==> config.mk <==
export PLATFORM = sky130hd
export DESIGN_NAME = cfgld_loader
export DESIGN_NICKNAME = d
export VERILOG_FILES = /design/src/rtl/cfgld_pkg.sv /design/src/rtl/cfgld_poll_ctr.sv /design/src/rtl/cfgld_packer.sv /design/src/rtl/cfgld_loader.sv
export SDC_FILE = /design/constraint.sdc
export NUM_CORES = 1
export LEC_CHECK = 0
export BUFFER_PORTS_ARGS = -buffer_cell sky130_fd_sc_hd__buf_2
export CORE_ASPECT_RATIO = 0.9
export CORE_UTILIZATION = 40
export CTS_CLUSTER_DIAMETER = 60
export DETAILED_ROUTE_END_ITERATION = 16
export PLACE_DENSITY_LB_ADDON = 0.25
export SYNTH_ARGS = -nofsm -noshare
export SYNTH_HDL_FRONTEND = slang
export SYNTH_SLANG_ARGS = --single-unit
==> constraint.sdc <==
create_clock -name clk -period 5.33 [get_ports clk]
set_clock_uncertainty 0.1 [all_clocks]
set_input_delay 0.533 -clock clk [delete_from_list [all_inputs] [get_ports clk]]
set_output_delay 0.533 -clock clk [all_outputs]
set_load 0.005 [all_outputs]
==> src/rtl/cfgld_pkg.sv <==
package cfgld_pkg;

    localparam int NUM_TARGETS = 3;
    localparam int TGT_W       = $clog2(NUM_TARGETS);
    localparam int REG_W       = 16;
    localparam int BYTE_W      = 8;
    localparam int LANES       = REG_W / BYTE_W;

    typedef enum logic [1:0] {
        SEL_CTRL = 2'd0,
        SEL_STAT = 2'd1,
        SEL_DATA = 2'd2,
        SEL_MASK = 2'd3
    } reg_sel_e;

    typedef enum logic [1:0] {
        ERR_NONE    = 2'd0,
        ERR_ARM     = 2'd1,
        ERR_CONFIRM = 2'd2,
        ERR_WORD    = 2'd3
    } err_e;

    typedef enum logic [3:0] {
        ST_IDLE,
        ST_CLR_PRE,
        ST_ARM_LO,
        ST_ARM_HI,
        ST_POLL_ARM,
        ST_REARM,
        ST_POLL_CONF,
        ST_FETCH,
        ST_DATA,
        ST_POLL_WORD,
        ST_FINISH,
        ST_MASK,
        ST_DONE
    } state_e;

    typedef struct packed {
        logic             req;
        logic             we;
        reg_sel_e         sel;
        logic [REG_W-1:0] wdata;
    } bus_op_t;

    localparam logic [REG_W-1:0] CTRL_ENABLE    = 16'h0080;
    localparam logic [REG_W-1:0] CTRL_ARM       = 16'h0040;
    localparam logic [REG_W-1:0] STAT_CONFIRMED = 16'h0003;
    localparam int               STAT_RDY_BIT   = 1;

    function automatic logic [REG_W-1:0] ctrl_word(input logic [TGT_W-1:0] t, input logic arm);
        return CTRL_ENABLE | (arm ? CTRL_ARM : '0) | REG_W'(t);
    endfunction

    function automatic bus_op_t wr_op(input reg_sel_e s, input logic [REG_W-1:0] d);
        return '{req: 1'b1, we: 1'b1, sel: s, wdata: d};
    endfunction

    function automatic bus_op_t rd_op(input reg_sel_e s);
        return '{req: 1'b1, we: 1'b0, sel: s, wdata: '0};
    endfunction

    function automatic logic is_poll(input state_e s);
        return (s == ST_POLL_ARM) || (s == ST_POLL_CONF) || (s == ST_POLL_WORD);
    endfunction

endpackage

==> src/rtl/cfgld_poll_ctr.sv <==
module cfgld_poll_ctr #(
    parameter int LIMIT = 1000
) (
    input  logic clk,
    input  logic rst,
    input  logic clr,
    input  logic miss,
    output logic last
);
    localparam int CW = $clog2(LIMIT + 1);

    logic [CW-1:0] cnt_q;

    assign last = (cnt_q == CW'(LIMIT - 1));

    always_ff @(posedge clk) begin
        if (rst || clr) begin
            cnt_q <= '0;
        end else if (miss && !last) begin
            cnt_q <= cnt_q + 1'b1;
        end
    end


    cnt_range_chk: assert property (@(posedge clk) disable iff (rst)
        cnt_q < CW'(LIMIT))
        else $error("poll counter beyond limit");

endmodule

==> src/rtl/cfgld_packer.sv <==
module cfgld_packer
    import cfgld_pkg::*;
(
    input  logic              clk,
    input  logic              rst,
    input  logic              want,
    input  logic              clr,
    input  logic              in_valid,
    input  logic [BYTE_W-1:0] in_data,
    output logic              in_ready,
    output logic              word_valid,
    output logic [REG_W-1:0]  word
);
    localparam int FW = $clog2(LANES + 1);

    logic [FW-1:0] fill_q;

    assign word_valid = (fill_q == FW'(LANES));
    assign in_ready   = want && !word_valid;

    always_ff @(posedge clk) begin
        if (rst || clr) begin
            fill_q <= '0;
        end else if (in_valid && in_ready) begin
            fill_q <= fill_q + 1'b1;
        end
    end

    for (genvar k = 0; k < LANES; k++) begin : g_lane
        logic [BYTE_W-1:0] lane_q;
        always_ff @(posedge clk) begin
            if (rst) begin
                lane_q <= '0;
            end else if (in_valid && in_ready && fill_q == FW'(k)) begin
                lane_q <= in_data;
            end
        end
        assign word[k*BYTE_W +: BYTE_W] = lane_q;
    end

endmodule

==> src/rtl/cfgld_loader.sv <==
module cfgld_loader
    import cfgld_pkg::*;
#(
    parameter int POLL_LIMIT = 1000,
    parameter int LEN_W      = 16
) (
    input  logic              clk,
    input  logic              rst,
    input  logic              start,
    input  logic              full_reset,
    input  logic [TGT_W-1:0]  target,
    input  logic [LEN_W-1:0]  byte_len,
    input  logic              byte_valid,
    input  logic [BYTE_W-1:0] byte_data,
    output logic              byte_ready,
    output logic              bus_req,
    output logic              bus_we,
    output logic [1:0]        bus_sel,
    output logic [REG_W-1:0]  bus_wdata,
    input  logic              bus_ack,
    input  logic [REG_W-1:0]  bus_rdata,
    output logic              busy,
    output logic              done,
    output logic              error,
    output logic [1:0]        err_code
);
    state_e             state_q;
    logic [TGT_W-1:0]   tgt_q;
    logic               full_q;
    logic [LEN_W-1:0]   words_q;
    err_e               err_q;

    bus_op_t            op;
    logic               stat_ok;
    logic               poll_last;
    logic               poll_miss;
    logic               word_valid;
    logic [REG_W-1:0]   word;
    logic               pk_clr;

    // register transaction chosen by the current state
    always_comb begin
        op = '{req: 1'b0, we: 1'b0, sel: SEL_CTRL, wdata: '0};
        unique case (state_q)
            ST_CLR_PRE, ST_FINISH: op = wr_op(SEL_CTRL, '0);
            ST_ARM_LO, ST_REARM:   op = wr_op(SEL_CTRL, ctrl_word(tgt_q, 1'b0));
            ST_ARM_HI:             op = wr_op(SEL_CTRL, ctrl_word(tgt_q, 1'b1));
            ST_POLL_ARM, ST_POLL_CONF, ST_POLL_WORD: op = rd_op(SEL_STAT);
            ST_DATA:               op = wr_op(SEL_DATA, word);
            ST_MASK:               op = wr_op(SEL_MASK, '0);
            default: ;
        endcase
    end

    assign bus_req   = op.req;
    assign bus_we    = op.we;
    assign bus_sel   = op.sel;
    assign bus_wdata = op.wdata;

    always_comb begin
        unique case (state_q)
            ST_POLL_CONF: stat_ok = (bus_rdata == STAT_CONFIRMED);
            default:      stat_ok = bus_rdata[STAT_RDY_BIT];
        endcase
    end

    assign poll_miss = is_poll(state_q) && bus_ack && !stat_ok;
    assign pk_clr    = (state_q == ST_IDLE) || (state_q == ST_DATA && bus_ack);

    cfgld_poll_ctr #(.LIMIT(POLL_LIMIT)) u_poll (
        .clk  (clk),
        .rst  (rst),
        .clr  (!is_poll(state_q)),
        .miss (poll_miss),
        .last (poll_last)
    );

    cfgld_packer u_pack (
        .clk        (clk),
        .rst        (rst),
        .want       (state_q == ST_FETCH),
        .clr        (pk_clr),
        .in_valid   (byte_valid),
        .in_data    (byte_data),
        .in_ready   (byte_ready),
        .word_valid (word_valid),
        .word       (word)
    );

    always_ff @(posedge clk) begin
        if (rst) begin
            state_q <= ST_IDLE;
            tgt_q   <= '0;
            full_q  <= 1'b0;
            words_q <= '0;
            err_q   <= ERR_NONE;
        end else begin
            unique case (state_q)
                ST_IDLE: if (start) begin
                    full_q <= full_reset;
                    err_q  <= ERR_NONE;
                    if (full_reset) begin
                        tgt_q   <= '0;
                        words_q <= '0;
                        state_q <= ST_CLR_PRE;
                    end else begin
                        tgt_q   <= target;
                        words_q <= byte_len >> 1;
                        state_q <= ST_ARM_LO;
                    end
                end
                ST_CLR_PRE: if (bus_ack) state_q <= ST_ARM_LO;
                ST_ARM_LO:  if (bus_ack) state_q <= ST_ARM_HI;
                ST_ARM_HI:  if (bus_ack) state_q <= ST_POLL_ARM;
                ST_POLL_ARM: if (bus_ack) begin
                    if (stat_ok) begin
                        state_q <= ST_REARM;
                    end else if (poll_last) begin
                        err_q   <= ERR_ARM;
                        state_q <= ST_DONE;
                    end
                end
                ST_REARM: if (bus_ack) state_q <= ST_POLL_CONF;
                ST_POLL_CONF: if (bus_ack) begin
                    if (stat_ok) begin
                        state_q <= (words_q != '0) ? ST_FETCH : ST_FINISH;
                    end else if (poll_last) begin
                        err_q   <= ERR_CONFIRM;
                        state_q <= ST_DONE;
                    end
                end
                ST_FETCH: if (word_valid) state_q <= ST_DATA;
                ST_DATA: if (bus_ack) begin
                    words_q <= words_q - 1'b1;
                    state_q <= ST_POLL_WORD;
                end
                ST_POLL_WORD: if (bus_ack) begin
                    if (stat_ok) begin
                        state_q <= (words_q != '0) ? ST_FETCH : ST_FINISH;
                    end else if (poll_last) begin
                        err_q   <= ERR_WORD;
                        state_q <= ST_DONE;
                    end
                end
                ST_FINISH: if (bus_ack) begin
                    if (!full_q) begin
                        state_q <= ST_DONE;
                    end else if (tgt_q == TGT_W'(NUM_TARGETS - 1)) begin
                        state_q <= ST_MASK;
                    end else begin
                        tgt_q   <= tgt_q + 1'b1;
                        state_q <= ST_ARM_LO;
                    end
                end
                ST_MASK: if (bus_ack) state_q <= ST_DONE;
                ST_DONE: state_q <= ST_IDLE;
                default: state_q <= ST_IDLE;
            endcase
        end
    end

    assign busy     = (state_q != ST_IDLE);
    assign done     = (state_q == ST_DONE);
    assign error    = (err_q != ERR_NONE);
    assign err_code = err_q;


    bus_hold_chk: assert property (@(posedge clk) disable iff (rst)
        bus_req && !bus_ack |=> bus_req && $stable(bus_we) && $stable(bus_sel) && $stable(bus_wdata))
        else $error("bus request changed before acknowledge");


    start_busy_chk: assert property (@(posedge clk) disable iff (rst)
        busy && start |=> $stable(full_q))
        else $error("start taken while busy");


    done_pulse_chk: assert property (@(posedge clk) disable iff (rst)
        done |=> !done && !busy)
        else $error("done longer than one cycle");


    fetch_quiet_chk: assert property (@(posedge clk) disable iff (rst)
        byte_ready |-> !bus_req)
        else $error("byte fetch overlaps a bus transaction");


    err_at_done_chk: assert property (@(posedge clk) disable iff (rst)
        $rose(error) |-> done)
        else $error("error raised outside completion");

endmodule

==> metrics.md <==
| Metric | Value |
|---|---|
| Worst hold path class | input port to register |
| Multi-input logic area | 2040 sq um |
| Worst skew pair latency | 0.31 ns |
| Vias in the first global route | 2,899 |
| Post-synth top flop | dfxtp_1 |
| First DRT Iteration DRCs | 142 |
| Largest family of logic cells by synthesized area | simple AND/OR/NAND/NOR gates |
| Pwr Total | 1400 uW |
| Post-synthesis sequential area ratio | 0.326 |
| FF-to-FF End | words_q[15]$_SDFFE_PP0P_ |
| Critical path required time | 4.70 ns |
| # rows | 30 |
| Final worst setup slack | 2.45 ns |
| Status | complete, no violations |
| Syn-to-layout area delta | 15.4% |
| Core box area | 7690 sq um |
| Share of layout cells above drive strength 1 | 0.209 |
| Period utilisation layout | 0.540 |
| Clk slew on worst S/H paths | 0.10 ns |
| Critical path type | register to primary output |
| Routed len/inst | 14.8 um |
| Root buffer cell | clkbuf_8 |
| Post-route minimum period | 2.88 ns |
| Synth Area per Inst | 7.92 sq um |
| Slew HR | 0.365 |
| Fin. Hold Viols | 0 |
| Pwr Density | 373 nW/um^2 |
| HPWL Detailed | 5840 um |
| Die area | 8510 sq um |
| Number of nets in the layout | 518 |
| DR vias/cell | 5.67 |
| Most used cell, CP | or2_2 |
| Cell breakdown of the critical path | and4bb_2 > or2_2 > or2_2 > buf_2 |
| Post-Synth Simple-Gate Area | 0.300 |
| Leak Pwr | 0.00156 uW |
| Starting Density | 0.423 |
| H-tree levels | 2 |
| Most common cell after layout, fill and taps aside | buf_2 |
| Vias | 3,180 |
| Total of max-cap violations | 0 |
| Final setup fails | 0 |
| Slew @ Worst Pin | 0.953 ns |
| Setup tns final | 0 ns |
| Pins Over Slew Limit | 0 |
| Clk buf depth | 2 |
| FF-to-FF path depth | 6 |
| Arr. time, crit path | 2.24 ns |
| TritonCTS Buffers | 5 |
| Hold Path Cell Cnt | 3 |
| ANT nets after route | 0 |
| Post-synthesis compound-gate area fraction | 0.224 |
| FF+latch area | 1060 sq um |
| PortBufs | 72 |
| Dpl ws | 2.62 ns |
| Post_cts resized | 0 |
| Hold path start | byte_data[3] |
| Pre-Repair DR Iteration Count | 4 |
| CP endpoint kind | primary output |
| Count of different cell masters after synthesis | 65 |
| Post-Synth Adder-Cell Area | 0.0231 |
| XOR/XNOR share of the synthesized area | 0.00807 |
| FMAX | 348 MHz |
| Ant. Diodes | 0 |
| Total grt overflow | 0 |
| Hold buffers post-CTS | 0 |
| # fillers | 749 |
| Hold slack | 0.365 ns |
| Largest net degree at the start of global routing | 46 |
| Commonest non-fill, non-tap cells in the layout | buf_2 (72), dfxtp_1 (53), nor2_1 (43), a21oi_1 (33) |
| Worst VDD drop | 0.000155 V |
| CTS tree | yes |
| Ports | 74 |
| Remaining routing DRC violations | 0 |
| Slowest-stage cell, CP | dfxtp_1 |
| Warnings from Yosys | 0 |
| Synth async-reset ratio | 0 |
| Syn Nets | 465 |
| Die Y | 87.6 um |
| Final wirelength | 8290 um |
| Mux cell area share after synthesis | 0.0676 |
| GPL Wtd Cong | 0.800 |
| Synth Instances | 411 |
| Worst R2R Start | state_q[3]$_SDFFE_PP0P_ |
| First-pass GRT wire length | 13,900 um |
| Worst Path Max Fanout | 24 |
| Hold Path Sink | u_pack.g_lane[1].lane_q[3]$_SDFFE_PP0P_ |
| Startpoint types | register |
| #FFs+latches synth | 53 |
| Post-synth EDFFs | 0 |
| Initial antenna violation count | 0 |
| RSZ-0062 raised after global routing | false |
| Total clock sinks | 53 |
| Syn Std Cell Area | 3260 sq um |
| R2R Setup Slk | 2.60 ns |
| # Post-CTS Setup Buffers | 0 |
| CP max stage delay | 0.86 ns |
| Total GRT Usage | 0.196 |
| Chip Width | 97.1 um |
[per-layer routing]
| layer | vias up | track usage | share of wire | wire length, um |
|---|---|---|---|---|
| li1 | 1629 | - | - | - |
| met1 | 1471 | 0.264 | 0.47 | 3860 |
| met2 | 74 | 0.324 | 0.46 | 3840 |
| met3 | 6 | 0.0407 | 0.061 | 503 |
| met4 | 0 | 0.0461 | 0.0099 | 82 |
| met5 | - | 0 | 0 | 0 |
[final cells by class]
type	instances	share of cell area
inverter	13	0.0130
sequential	53	0.282
multi-input combinational	317	0.542
clock inverter	1	0.00799
clock buffer	7	0.0230
tap	96	0.0320
timing repair buffer	74	0.0999
[through the flow]
step                      instance area, sq um  instances   util
after global routing                      3760        561  0.488
after floorplan                           3260        411      -
after CTS                                 3760        561  0.488
final                                     3760        561  0.488
after global placement                    3640        553  0.473
after detailed placement                  3640        553  0.473
[state kept, by name, summed over array words and instances (netlist names)]
name / count
u_pack.g_lane.lane_q: 16
words_q: 16
u_poll.cnt_q: 10
state_q: 4
err_code: 2
tgt_q: 2
u_pack.fill_q: 2
full_q: 1
[power by group]
part | internal [uW] | switching (uW) | leakage [uW]
Sequential | 436 | 97.2 | 0.000430
Clock | 153 | 139 | 0.0000585
Combinational | 245 | 331 | 0.00107
Total | 834 | 567 | 0.00156
[synth_stat cells, types with 7 or more instances]
cell type  number  area, sq um
mux2i_1        22          220
and2_1         14         87.6
nand4_1         8         50.1
nand3_1        12         60.1
dfxtp_1        53         1060
nand2_1        24         90.1
nor3_1         12         60.1
buf_2          10         50.1
a21oi_1        33          165
nor4_1          8         50.1
inv_1          12         45.0
o21ai_0        24          120
nor2_1         43          161
clkbuf_1       15         56.3
a31oi_1         7         43.8
[worst max-delay path by stage]
stage | start | cells past startpoint | end | slack [ns]
final | state_q[2]$_SDFFE_PP0P_ | 4 | bus_req | 2.45
after global routing | state_q[2]$_SDFFE_PP0P_ | 4 | bus_req | 2.32
after CTS | state_q[2]$_SDFFE_PP0P_ | 4 | bus_req | 2.43
after detailed placement | state_q[3]$_SDFFE_PP0P_ | 6 | words_q[15]$_SDFFE_PP0P_ | 2.62
after global placement | state_q[3]$_SDFFE_PP0P_ | 6 | words_q[15]$_SDFFE_PP0P_ | 2.64
after floorplan | state_q[1]$_SDFFE_PP0P_ | 5 | bus_wdata[2] | 3.23
[critical path, delay by kind of cell, from the launching register on]
kind | cells | cell delay (ns)
simple gates | 3 | 0.95
buf+inv | 1 | 0.13
flops | 1 | 0.86
[cells by family after synthesis]
| kind of cell | Yosys count |
|---|---|
| flops | 53 |
| mux | 22 |
| fa+ha+maj | 6 |
| simple gates | 173 |
| xor+xnor | 3 |
| buf+inv | 41 |
| compound gates | 113 |
Note: power is estimated with default switching activity, not from simulation.
